===== src/rtl/mdio_pkg.sv =====
package mdio_pkg;

  // Field widths of a clause 22 management frame
  localparam int PHY_W    = 5;
  localparam int REG_W    = 5;
  localparam int DATA_W   = 16;
  localparam int PRE_LEN  = 32;
  localparam int CMD_W    = 32;

  // Frame layout (bit index counted from the first transmitted bit)
  localparam int FRAME_LEN = PRE_LEN + 2 + 2 + PHY_W + REG_W + 2 + DATA_W;
  localparam int TA_IDX    = PRE_LEN + 4 + PHY_W + REG_W;
  localparam int DATA_IDX  = TA_IDX + 2;

  // Command word, packed so that field positions follow the software view
  typedef struct packed {
    logic              req;
    logic              wr;
    logic [3:0]        spare;
    logic [PHY_W-1:0]  phy;
    logic [REG_W-1:0]  regad;
    logic [DATA_W-1:0] data;
  } cmd_t;

  localparam int REQ_BIT = CMD_W - 1;

  // Builds the transmit image; positions the master does not drive are ones
  function automatic logic [FRAME_LEN-1:0] mdio_build_frame(
    input logic              is_wr,
    input logic [PHY_W-1:0]  phy,
    input logic [REG_W-1:0]  regad,
    input logic [DATA_W-1:0] data
  );
    logic [1:0]        op;
    logic [1:0]        ta;
    logic [DATA_W-1:0] dat;
    op  = is_wr ? 2'b01 : 2'b10;
    ta  = is_wr ? 2'b10 : 2'b11;
    dat = is_wr ? data : {DATA_W{1'b1}};
    return {{PRE_LEN{1'b1}}, 2'b01, op, phy, regad, ta, dat};
  endfunction

endpackage


===== src/rtl/mdio_mdc_div.sv =====
module mdio_mdc_div #(
  parameter int CLK_HALF = 4
) (
  input  logic clk,
  input  logic rst,
  input  logic run,
  output logic mdc,
  output logic rise_stb,
  output logic fall_stb
);

  localparam int PERIOD = 2 * CLK_HALF;
  localparam int CW     = (PERIOD > 2) ? $clog2(PERIOD) : 1;
  localparam logic [CW-1:0] RISE_AT = CW'(CLK_HALF - 1);
  localparam logic [CW-1:0] FALL_AT = CW'(PERIOD - 1);

  logic [CW-1:0] cnt;

  assign rise_stb = run && (cnt == RISE_AT);
  assign fall_stb = run && (cnt == FALL_AT);

  always_ff @(posedge clk) begin
    if (rst || !run) begin
      cnt <= '0;
      mdc <= 1'b0;
    end else begin
      if (fall_stb) cnt <= '0;
      else          cnt <= cnt + 1'b1;
      if (rise_stb)      mdc <= 1'b1;
      else if (fall_stb) mdc <= 1'b0;
    end
  end

endmodule


===== src/rtl/mdio_frame_engine.sv =====
module mdio_frame_engine
  import mdio_pkg::*;
(
  input  logic              clk,
  input  logic              rst,
  input  logic              start,
  input  logic              start_wr,
  input  logic [PHY_W-1:0]  start_phy,
  input  logic [REG_W-1:0]  start_reg,
  input  logic [DATA_W-1:0] start_data,
  input  logic              rise_stb,
  input  logic              fall_stb,
  input  logic              mdio_i,
  output logic              busy,
  output logic              done,
  output logic              mdio_o,
  output logic              mdio_oe,
  output logic [DATA_W-1:0] rd_data
);

  localparam int BW = $clog2(FRAME_LEN);
  localparam logic [BW-1:0] LAST_BIT   = BW'(FRAME_LEN - 1);
  localparam logic [BW-1:0] TA_PREV    = BW'(TA_IDX - 1);
  localparam logic [BW-1:0] DATA_FIRST = BW'(DATA_IDX);

  logic [FRAME_LEN-1:0] shreg;
  logic [BW-1:0]        bit_cnt;
  logic                 is_rd;

  assign done   = busy && fall_stb && (bit_cnt == LAST_BIT);
  assign mdio_o = shreg[FRAME_LEN-1];

  always_ff @(posedge clk) begin
    if (rst) begin
      busy    <= 1'b0;
      bit_cnt <= '0;
      is_rd   <= 1'b0;
      shreg   <= '1;
      mdio_oe <= 1'b0;
      rd_data <= '0;
    end else if (start) begin
      busy    <= 1'b1;
      bit_cnt <= '0;
      is_rd   <= !start_wr;
      shreg   <= mdio_build_frame(start_wr, start_phy, start_reg, start_data);
      mdio_oe <= 1'b1;
      rd_data <= '0;
    end else if (busy) begin
      if (rise_stb && is_rd && (bit_cnt >= DATA_FIRST))
        rd_data <= {rd_data[DATA_W-2:0], mdio_i};
      if (fall_stb) begin
        if (bit_cnt == LAST_BIT) begin
          busy    <= 1'b0;
          bit_cnt <= '0;
          shreg   <= '1;
          mdio_oe <= 1'b0;
        end else begin
          bit_cnt <= bit_cnt + 1'b1;
          shreg   <= {shreg[FRAME_LEN-2:0], 1'b1};
          if (is_rd && (bit_cnt == TA_PREV)) mdio_oe <= 1'b0;
        end
      end
    end
  end

endmodule


===== src/rtl/mdio_cmd_reg.sv =====
module mdio_cmd_reg
  import mdio_pkg::*;
#(
  parameter int CLK_HALF = 4
) (
  input  logic        clk,
  input  logic        rst,
  input  logic        cmd_we,
  input  logic [31:0] cmd_wdata,
  output logic [31:0] cmd_rdata,
  output logic        mdc,
  output logic        mdio_o,
  output logic        mdio_oe,
  input  logic        mdio_i
);

  cmd_t              cmd_q;
  cmd_t              wcmd;
  logic              busy;
  logic              done;
  logic              start;
  logic              rise_stb;
  logic              fall_stb;
  logic [DATA_W-1:0] rd_data;

  assign wcmd      = cmd_t'(cmd_wdata);
  assign start     = cmd_we && !busy && cmd_wdata[REQ_BIT];
  assign cmd_rdata = cmd_q;

  mdio_mdc_div #(.CLK_HALF(CLK_HALF)) i_div (
    .clk      (clk),
    .rst      (rst),
    .run      (busy),
    .mdc      (mdc),
    .rise_stb (rise_stb),
    .fall_stb (fall_stb)
  );

  mdio_frame_engine i_eng (
    .clk        (clk),
    .rst        (rst),
    .start      (start),
    .start_wr   (wcmd.wr),
    .start_phy  (wcmd.phy),
    .start_reg  (wcmd.regad),
    .start_data (wcmd.data),
    .rise_stb   (rise_stb),
    .fall_stb   (fall_stb),
    .mdio_i     (mdio_i),
    .busy       (busy),
    .done       (done),
    .mdio_o     (mdio_o),
    .mdio_oe    (mdio_oe),
    .rd_data    (rd_data)
  );

  always_ff @(posedge clk) begin
    if (rst) begin
      cmd_q <= '0;
    end else if (done) begin
      cmd_q.req <= 1'b0;
      if (!cmd_q.wr) cmd_q.data <= rd_data;
    end else if (cmd_we && !busy) begin
      cmd_q <= wcmd;
    end
  end

endmodule


===== config.mk =====
export PLATFORM = sky130hd
export DESIGN_NAME = mdio_cmd_reg
export DESIGN_NICKNAME = d
export VERILOG_FILES = /design/src/rtl/mdio_pkg.sv /design/src/rtl/mdio_mdc_div.sv /design/src/rtl/mdio_frame_engine.sv /design/src/rtl/mdio_cmd_reg.sv
export SDC_FILE = /design/constraint.sdc
export NUM_CORES = 1
export LEC_CHECK = 0
export ABC_CLOCK_PERIOD_IN_PS = 2900
export BUFFER_PORTS_ARGS = -buffer_cell sky130_fd_sc_hd__buf_4
export CORE_UTILIZATION = 45
export CTS_CLUSTER_SIZE = 24
export DETAILED_ROUTE_END_ITERATION = 10
export PLACE_DENSITY_LB_ADDON = 0.3
export SETUP_SLACK_MARGIN = 0.1
export SYNTH_ARGS = -nofsm -noshare
export SYNTH_HDL_FRONTEND = slang
export SYNTH_HIERARCHICAL = 1
export SYNTH_SLANG_ARGS = --single-unit

===== constraint.sdc =====
create_clock -name clk -period 2.9 [get_ports clk]
set_input_delay 0.58 -clock clk [delete_from_list [all_inputs] [get_ports clk]]
set_output_delay 0.58 -clock clk [all_outputs]
set_load 0.02 [all_outputs]

==> impl_metrics.toml <==
[outcome]
status = "completed"

[clock_tree]
clock_latency_ps = 420
path_clk_slew_ps = 60
cts_resized = 0
cts_root_buffer = "clkbuf_16"
post_cts_buffers = 0
htree_num_levels = 4
cts_max_path_buffers = 2
cts.sinks = 125
cts_hold_buf = 0
cts_inserted_buffers = 17
cts_tree = "done"

[layout]
final_common_cell = "dfxtp_1"
area_delta_synth_final_pct = 19.71
num_antenna_cells = 0
nFillCells = 1095
fin_util = 0.5536
final_cell_mix = "dfxtp_1 (125), buf_4 (82), nor2_1 (67)"
regArea_um2 = 2502
stdcell_count = 830
multi_input_area_um2 = 2696
postLayoutCellArea_um2 = 6650
drive_above_1_share = 0.2020
nets = 713

[timing]
tightest_slew_ps = 837.8
period_share = 0.8050
fmax_ghz = 0.4284
rsz0062_at_grt = "false"
setup_viol = 0
drv_slew = 0
holdWs_ps = 401.1
timing_hold_violations_final = 0
fin_tns_setup_ps = 0
slew_headroom = 0.4390
fin_crit_ps = 2334
clock_skew_ps = 8.590

[logic_synthesis]
synthArstFlopShare = 0
synth_area_um2 = 5555
syn_nets = 675
synth-seq-area-share = 0.4505
synth_flop_cell = "dfxtp_1"
yosysWarnings = 6
ys_types = 42
synthCells = 634
synth-edff-count = 0
avgSynthCellArea_um2 = 8.762
synth-seq-cells = 125

[global_route]
antenna_found_initial = 0
grt_pass1_vias = 4610
grt_pass1_wl_mm = 22.40
grt_max_degree = 67
grt_overflow = 0
grtUsageTotal = 0.2195

[worst_hold_path]
hold_depth = 3
min_path_type = "input port to flop"

[floorplan]
ioPinCount = 71
core-area_um2 = 12010
num_rows = 40
die_width_um = 113.1
initial_core_util = 0.4625
die-area_um2 = 12790
die_h_um = 113.1

[placed_design]
gp_congestion = 0.7631
port_buffers = 70
dp_hpwl_mm = 8.186
dpl-instance-area_um2 = 6060
placed_cells = 800

[routing]
avgRoutedWirePerCell_um = 15.90
drc_errors = 0
drtPass1Iterations = 5
routed_wl_mm = 13.19
drtAntennaViolNets = 0
via_count = 4800
avgViaCountPerCell = 5.783
drtIter0Drc = 454

[setup_path]
cp-start-kind = "flop"
endpoint_kind = "flop"
cp.required_ps = 3240
reg2reg_setup_slack_ps = 570
crit_arrival_ps = 2670
cp_max_fo = 15
reg2reg_depth = 8
crit_type = "flop to flop"

[power_and_ir_drop]
peakVddDrop_uv = 360.6
p_leak_nw = 2.475
power_density_nw_per_um2 = 644.8

[flow_run]
cap_violations = 0
synth_stat cells, types with 2 or more instances:
master,instances,share of area
nor3_1,4,0.0036
nor3b_2,2,0.0045
nand2b_4,2,0.0050
o21ai_0,66,0.059
dfxtp_1,125,0.45
mux2i_1,17,0.031
a211oi_1,64,0.086
o311ai_1,15,0.024
o31ai_1,15,0.020
nor2_1,68,0.046
buf_2,21,0.019
and2_1,3,0.0034
nand2_1,37,0.025
a31oi_1,2,0.0023
buf_4,7,0.0095
buf_6,5,0.010
mux2_4,8,0.022
a21oi_1,64,0.058
mux2_2,8,0.016
or3_1,2,0.0023
inv_1,11,0.0074
nand3_1,18,0.016
o21a_1,18,0.024
nand3b_1,2,0.0027
ha_1,5,0.011
clkbuf_1,29,0.020
final timing paths:
| check | from | endpoint |
|---|---|---|
| hold / removal | cmd_wdata[25] | i_eng/shreg[27]$_SDFFE_PP1P_ |
| hold reg to reg | i_div/cnt[0]$_SDFF_PP0_ | i_div/cnt[0]$_SDFF_PP0_ |
| setup reg to reg | i_div/cnt[0]$_SDFF_PP0_ | cmd_rdata[16]$_SDFFE_PP0P_ |
| setup / recovery | i_div/cnt[0]$_SDFF_PP0_ | cmd_rdata[16]$_SDFFE_PP0P_ |
critical path, stage by stage (launching register included):
cell and delay [ps]:
dfxtp_1 310, ha_1 210, ha_1 250, and2_2 240, nand4_2 150, nor2b_2 80, nor3b_2 700, nand2_1 150
a21oi_1 170
report_power, final:
group	total [W]	switching (W)	internal, W
Combinational	0.000345	0.000185	0.000160
Sequential	0.00182	0.0000384	0.00178
Clock	0.00212	0.000720	0.00140
final cells by class:
type | instances | area share
well taps | 147 | 0.02766
clock buffers | 23 | 0.07187
inverters | 11 | 0.006209
repair buffers | 83 | 0.09558
clock inverters | 7 | 0.01693
flip-flops and latches | 125 | 0.3763
multi-input cells | 434 | 0.4055
stage by stage:
stage	power [W]	worst slack, ps
after global placement	0.002187	709.7
after floorplan	0.002066	636.5
after global routing	0.004422	364.8
final	0.004288	565.6
after CTS	0.004321	576.1
after detailed placement	0.002198	599.6
state kept, by name, summed over array words and instances, names as in the netlist:
| register | flops |
|---|---|
| i_eng/mdio_oe | 1 |
| cmd_rdata | 32 |
| i_eng/bit_cnt | 6 |
| i_eng/rd_data | 16 |
| i_eng/busy | 1 |
| i_div/cnt | 3 |
| i_eng/is_rd | 1 |
| i_eng/shreg | 64 |
| i_div/mdc | 1 |
logic make-up (layout without fill, tap and decap cells):
group	Yosys count	in the layout	share of synthesized area
compound gates	247	247	0.2788
simple gates	148	148	0.1223
flops	125	125	0.4505
buf+inv	75	124	0.06711
mux	33	33	0.06847
fa+ha+maj	5	5	0.01126
xor+xnor	1	1	0.001577
routing by layer:
layer | wire length [µm] | global-route usage | vias to the layer above
li1 | - | - | 2372
met1 | 6363 | 0.2914 | 2289
met2 | 6032 | 0.3436 | 120
met3 | 524 | 0.04660 | 19
met4 | 274 | 0.09912 | 0
met5 | 0 | 0 | -
(Power assumes the default switching activity.)
